--- src/rtl/pst_pkg.sv ---
package pst_pkg;

    typedef enum logic [1:0] {
        LVL_SAME = 2'd0,
        LVL_RISE = 2'd1,
        LVL_FALL = 2'd2
    } lvl_chg_e;

    function automatic lvl_chg_e classify_level(input logic now_lvl, input logic was_lvl);
        if (now_lvl && !was_lvl) return LVL_RISE;
        if (!now_lvl && was_lvl) return LVL_FALL;
        return LVL_SAME;
    endfunction

endpackage

--- src/rtl/pst_prescaler.sv ---
module pst_prescaler #(
    parameter int DIV = 4
) (
    input  logic clk,
    input  logic rst_n,
    output logic tick_o
);
    localparam int PW = (DIV > 1) ? $clog2(DIV) : 1;

    logic [PW-1:0] cnt_d, cnt_q;

    generate
        if (DIV > 1) begin : g_div
            always_comb begin
                tick_o = (cnt_q == PW'(DIV - 1));
                cnt_d  = tick_o ? '0 : cnt_q + 1'b1;
            end
        end else begin : g_nodiv
            always_comb begin
                tick_o = 1'b1;
                cnt_d  = '0;
            end
        end
    endgenerate

    always_ff @(posedge clk or negedge rst_n) begin
        if (!rst_n) cnt_q <= '0;
        else        cnt_q <= cnt_d;
    end
endmodule

--- src/rtl/pst_sync_edge.sv ---
module pst_sync_edge (
    input  logic clk,
    input  logic rst_n,
    input  logic async_i,
    output logic lvl_o,
    output logic rise_o
);
    typedef struct packed {
        logic s1;
        logic s2;
        logic lvl;
    } sync_s;

    sync_s r_d, r_q;

    always_comb begin
        r_d     = r_q;
        r_d.s1  = async_i;
        r_d.s2  = r_q.s1;
        r_d.lvl = r_q.s2;
        lvl_o   = r_q.lvl;
        rise_o  = r_q.s2 & ~r_q.lvl;
    end

    always_ff @(posedge clk or negedge rst_n) begin
        if (!rst_n) r_q <= '0;
        else        r_q <= r_d;
    end
endmodule

--- src/rtl/pst_counters.sv ---
module pst_counters #(
    parameter int CNT_W = 16
) (
    input  logic             clk,
    input  logic             rst_n,
    input  logic             tick_i,
    input  logic             clr_i,
    output logic [CNT_W-1:0] base_o,
    output logic [CNT_W-1:0] elapsed_o,
    output logic             stale_o
);
    localparam logic [CNT_W-1:0] TOP = {CNT_W{1'b1}};

    typedef struct packed {
        logic [CNT_W-1:0] base;
        logic [CNT_W-1:0] elapsed;
        logic             stale;
    } cnt_s;

    cnt_s r_d, r_q;

    always_comb begin
        r_d = r_q;
        if (tick_i) r_d.base = r_q.base + 1'b1;
        if (clr_i) begin
            r_d.elapsed = '0;
            r_d.stale   = 1'b0;
        end else if (tick_i && r_q.elapsed != TOP) begin
            r_d.elapsed = r_q.elapsed + 1'b1;
            if (r_q.elapsed == TOP - 1'b1) r_d.stale = 1'b1;
        end
        base_o    = r_q.base;
        elapsed_o = r_q.elapsed;
        stale_o   = r_q.stale;
    end

    always_ff @(posedge clk or negedge rst_n) begin
        if (!rst_n) r_q <= '0;
        else        r_q <= r_d;
    end
endmodule

--- src/rtl/pulse_stamp_unit.sv ---
module pulse_stamp_unit #(
    parameter int CNT_W = 16,
    parameter int DIV   = 4
) (
    input  logic             clk,
    input  logic             rst_n,
    input  logic             pulse_in,
    input  logic             echo_inv,
    input  logic             snap_req,
    input  logic             stamp_ack,
    output logic             snap_level,
    output logic [CNT_W-1:0] snap_base,
    output logic [CNT_W-1:0] snap_elapsed,
    output logic [CNT_W-1:0] stamp_time,
    output logic             stamp_valid,
    output logic             stamp_stale,
    output logic             echo_out
);
    import pst_pkg::*;

    logic             tick_w, lvl_w, rise_w, stale_w;
    logic [CNT_W-1:0] base_w, elapsed_w;

    pst_prescaler #(.DIV(DIV)) u_presc (
        .clk(clk), .rst_n(rst_n), .tick_o(tick_w)
    );

    pst_sync_edge u_sync (
        .clk(clk), .rst_n(rst_n), .async_i(pulse_in),
        .lvl_o(lvl_w), .rise_o(rise_w)
    );

    pst_counters #(.CNT_W(CNT_W)) u_cnt (
        .clk(clk), .rst_n(rst_n), .tick_i(tick_w), .clr_i(rise_w),
        .base_o(base_w), .elapsed_o(elapsed_w), .stale_o(stale_w)
    );

    typedef struct packed {
        logic             last_lvl;
        logic             lvl;
        logic [CNT_W-1:0] base;
        logic [CNT_W-1:0] elapsed;
        logic [CNT_W-1:0] stamp;
        logic             valid;
        logic             stale;
        logic             echo;
    } snap_s;

    snap_s    r_d, r_q;
    lvl_chg_e chg_w;

    always_comb begin
        r_d   = r_q;
        chg_w = classify_level(lvl_w, r_q.last_lvl);
        if (stamp_ack) r_d.valid = 1'b0;
        if (snap_req) begin
            r_d.last_lvl = lvl_w;
            r_d.lvl      = lvl_w;
            r_d.base     = base_w;
            r_d.elapsed  = elapsed_w;
            case (chg_w)
                LVL_RISE: begin
                    r_d.stamp = base_w - elapsed_w;
                    r_d.valid = 1'b1;
                    r_d.stale = stale_w;
                    r_d.echo  = 1'b1;
                end
                LVL_FALL: r_d.echo = 1'b0;
                default:  ;
            endcase
        end
    end

    always_ff @(posedge clk or negedge rst_n) begin
        if (!rst_n) r_q <= '0;
        else        r_q <= r_d;
    end

    assign snap_level   = r_q.lvl;
    assign snap_base    = r_q.base;
    assign snap_elapsed = r_q.elapsed;
    assign stamp_time   = r_q.stamp;
    assign stamp_valid  = r_q.valid;
    assign stamp_stale  = r_q.stale;
    assign echo_out     = r_q.echo ^ echo_inv;
endmodule

--- config.mk ---
export PLATFORM = sky130hd
export DESIGN_NAME = pulse_stamp_unit
export DESIGN_NICKNAME = d
export VERILOG_FILES = /design/src/rtl/pst_pkg.sv /design/src/rtl/pst_prescaler.sv /design/src/rtl/pst_sync_edge.sv /design/src/rtl/pst_counters.sv /design/src/rtl/pulse_stamp_unit.sv
export SDC_FILE = /design/constraint.sdc
export NUM_CORES = 1
export LEC_CHECK = 0
export ABC_AREA = 1
export BUFFER_PORTS_ARGS = -buffer_cell sky130_fd_sc_hd__buf_2
export CAP_MARGIN = 20
export CORE_ASPECT_RATIO = 0.6
export CORE_MARGIN = 2
export CORE_UTILIZATION = 30
export CTS_BUF_LIST = sky130_fd_sc_hd__clkbuf_2
export DETAILED_ROUTE_END_ITERATION = 8
export GPL_TIMING_DRIVEN = 0
export SYNTH_ARGS = -nofsm -noshare
export SYNTH_HDL_FRONTEND = slang
export SYNTH_SLANG_ARGS = --single-unit
--- constraint.sdc ---
create_clock -name clk -period 1.9 [get_ports clk]
set_input_delay 0.095 -clock clk [delete_from_list [all_inputs] [get_ports clk]]
set_output_delay 0.095 -clock clk [all_outputs]
set_load 0.01 [all_outputs]
==> key figures <==
GRT
  • GR Util All Layers: between 10% and 20%
  • First-pass GRT wire length: 22900 um
  • Largest net degree at the start of global routing: 48
  • Grt total ovfl: 0
  • Vias in the first global route: between 4000 and 5000
  • Initial antenna violation count: 0

STA
  • Slew HR: 60.5%
  • Worst Slack Setup Final: ~0.10 ns
  • Max frequency: 0.557 GHz
  • Final setup TNS: 0 ns
  • Final setup viols: 0
  • Crit path time final: between 1.5 and 2 ns
  • Least-Margin Pin Slew: between 0.5 and 0.6 ns
  • Final Max Tran Viols: 0
  • Final-report hold violation count: 0
  • Final Cycle Share: roughly 95%
  • Post-Route Skew: about 0.041 ns

Floorplanning
  • Initial core utilization: around 30%
  • Die H: 107 um
  • Core box area: between 15000 and 20000 um2
  • Row Count: 37
  • Die X: 175 um
  • Die area: 18700 um2
  • Ports: 58

Yosys
  • Syn_area_per_cell: around 7.7 um2
  • Mapped Nets: about 710
  • Yosys top cell area share: between 40% and 50%
  • Syn Inst Count: ~690
  • Yosys warnings: 0
  • Synth Flop Type: dfrtp_1
  • Async S/R FF share, synth: 100%
  • Post-synth top area cell: dfrtp_1
  • Top area cells in the synthesized netlist: dfrtp_1 43%, nand2_1 12%, buf_4 6.8%, inv_1 6.7%, ha_1 5.0%
  • Synthesized flop and latch total: 90
  • Yosys cell types: 31
  • EDFF count, synth: 0
  • Synth Cell Area: between 5000 and 6000 um2
  • Sequential area share after synthesis: between 40% and 50%

Finish
  • Reg area: 2270 um2
  • Fraction of layout cells with a size suffix above 1: about 28%
  • Area of the multi-input gates: 2350 um2
  • Final nets: 822
  • # fillers: 1814
  • Post-route insts no fill: just over 1000
  • Number of diodes: 0
  • Layout area overhead: 22.9%

Route
  • Antenna viol nets, final: 0
  • Drt drc: 0
  • WL final: 14500 um
  • Pre-antenna DRT Iters: 5
  • Mean routed wirelength per cell: 14.0 um
  • Via count: 4767
  • Vias per cell: roughly 4.6
  • 1st-iter DRT viols: approximately 390

Worst setup path
  • Critical path class: flip-flop to flip-flop
  • R2R depth: 11
  • Crit end category: flip-flop
  • CP required: 2.46 ns
  • Worst setup SP type: flip-flop
  • Reg-to-reg endpoint: u_cnt.elapsed_o[9]$_DFFE_PN0P_
  • Crit-path max FO: 9
  • Worst reg2reg path startpoint: u_cnt.elapsed_o[0]$_DFFE_PN0P_
  • R2R setup slack: a little over 0.1 ns
  • Critical Path AT: between 2 and 2.5 ns

Place
  • Placer Congestion: 0.916
  • Post-placement setup slack: -0.175 ns
  • Dpl hpwl: between 10000 and 15000 um
  • Placed Cells: between 900 and 1000
  • PortBufs: 57

Power
  • Lkg Pwr: 0.00343 uW
  • Worst vdd ir: ~0.28 mV
  • Total power: ~3600 uW
  • PwrDens: between 500 and 600 nW/um2

Clocking
  • Root Driver: clkbuf_2
  • Clk_lat worst skew: just over 0.6 ns
  • Sink Count: 90
  • Max clock buf depth: 2
  • CTS buffer count: 9
  • CTS HTree Levels: 3
  • Clk pin slew, worst setup/hold paths: 0.26 ns
  • CTS tree: yes

Hold path
  • Class of the worst hold path: primary input to flip-flop
  • Hold Crit Endpoint: snap_elapsed[0]$_DFFE_PN0P_
  • Hold Crit Depth: 4
  • Worst hold start: snap_req

Status
  • Status: completed

Flow run
  • MaxCap Viol Count: 0
-- Yosys cell counts, types with 3 or more instances --
cell and n:
xnor2_1 5, xor2_1 13, o21ai_2 7, o21ai_0 18, nor2_1 59, dfrtp_1 90
nand4_1 21, ha_1 21, nand2_1 174, inv_1 94, nor3_1 11, buf_4 48
clkbuf_1 10, nand3_1 47, a21oi_1 41, mux2_2 3, o21ai_1 3
-- flip-flops by register name, indices dropped and copies added, names as in the netlist, 2 cells and up --
signal,flops
snap_base,16
snap_elapsed,16
stamp_time,16
u_cnt.base_o,16
u_cnt.elapsed_o,16
u_presc.cnt_q,2
u_sync.r_d,2
-- layout by cell type (no fill, tap or decap), types with 10 or more instances in the layout --
cell	n
nand4_1	21
buf_2	57
nor3_1	11
clkbuf_2	10
nand3_1	42
dfrtp_2	13
dfrtp_1	77
a21oi_1	39
nand2_1	172
inv_1	83
inv_2	12
buf_4	84
ha_1	11
xor2_1	13
nor2_1	58
o21ai_0	17
-- metal layers --
layer	GRT usage (%)	share of wire (%)	vias up
met5	0	0	-
li1	-	-	2344
met4	2.80	0.66	0
met1	25.5	53	2267
met2	21.0	39	146
met3	3.30	7.6	10
-- worst max path at each step --
stage | depth (start not counted) | to | slack, ns | startpoint
6_report | 11 | u_cnt.elapsed_o[9]$_DFFE_PN0P_ | 0.10 | u_cnt.elapsed_o[0]$_DFFE_PN0P_
5_1_grt | 11 | stamp_time[11]$_DFFE_PN0P_ | -0.009 | u_cnt.elapsed_o[6]$_DFFE_PN0P_
4_1_cts | 10 | stamp_time[8]$_DFFE_PN0P_ | 0.002 | u_cnt.base_o[0]$_DFFE_PN0P_
3_5_place_dp | 9 | stamp_time[8]$_DFFE_PN0P_ | -0.17 | u_cnt.elapsed_o[0]$_DFFE_PN0P_
3_3_place_gp | 1 | snap_elapsed[3]$_DFFE_PN0P_ | -0.20 | rst_n
2_1_floorplan | 10 | stamp_time[8]$_DFFE_PN0P_ | 0.05 | u_cnt.base_o[0]$_DFFE_PN0P_
-- repair_timing --
item,4_1_cts,5_1_grt
gates resized for setup,6,49
pin swaps,0,0
setup buffers,5,29
endpoints found under the setup margin,5,27
cloned,0,1
hold buffers,5,0
hold endpoints to repair,92,0
-- cell families after synthesis --
| family | share of synthesized area (%) |
|---|---|
| AOI/OAI and AO/OA | 7.40 |
| xor gates and xnor gates | 2.99 |
| adders and majority gates | 5.36 |
| buffers and inverters | 15.1 |
| DFF | 42.7 |
| muxes | 0.640 |
| and+or+nand+nor | 25.8 |
-- area by class of cell --
cell class / count / area share [%]
Sequential cell: 90 / 35.0
Multi-Input combinational cell: 435 / 36.2
Clock inverter: 7 / 1.06
Buffer: 63 / 6.89
Timing Repair Buffer: 98 / 9.95
Clock buffer: 9 / 0.694
Inverter: 97 / 5.67
Tap cell: 234 / 4.51
-- through the flow --
stage          hold WS, ns  instance area [um2]  utilization, %
2_1_floorplan       -0.201                 5280               -
3_3_place_gp         0.207                 5860            34.1
3_5_place_dp         0.136                 5890            34.3
4_1_cts             0.0268                 6100            35.5
5_1_grt             0.0662                 6490            37.8
6_report            0.0748                 6490            37.8
-- worst max-delay path, stage by stage (launching register included) --
cell and delay [ns]:
dfrtp_2 0.48, buf_4 0.14, ha_1 0.13, buf_4 0.17, nand2_4 0.07, nor2_2 0.13
nand2_1 0.08, nand2_2 0.10, nand2_4 0.10, buf_12 0.16, buf_4 0.12, o21ai_2 0.09
-- report_power, final --
part	internal, uW	switching, uW
clock	298	739
sequential	2000	56.9
combinational	241	269
No activity file was read; power rests on OpenSTA's default activity.
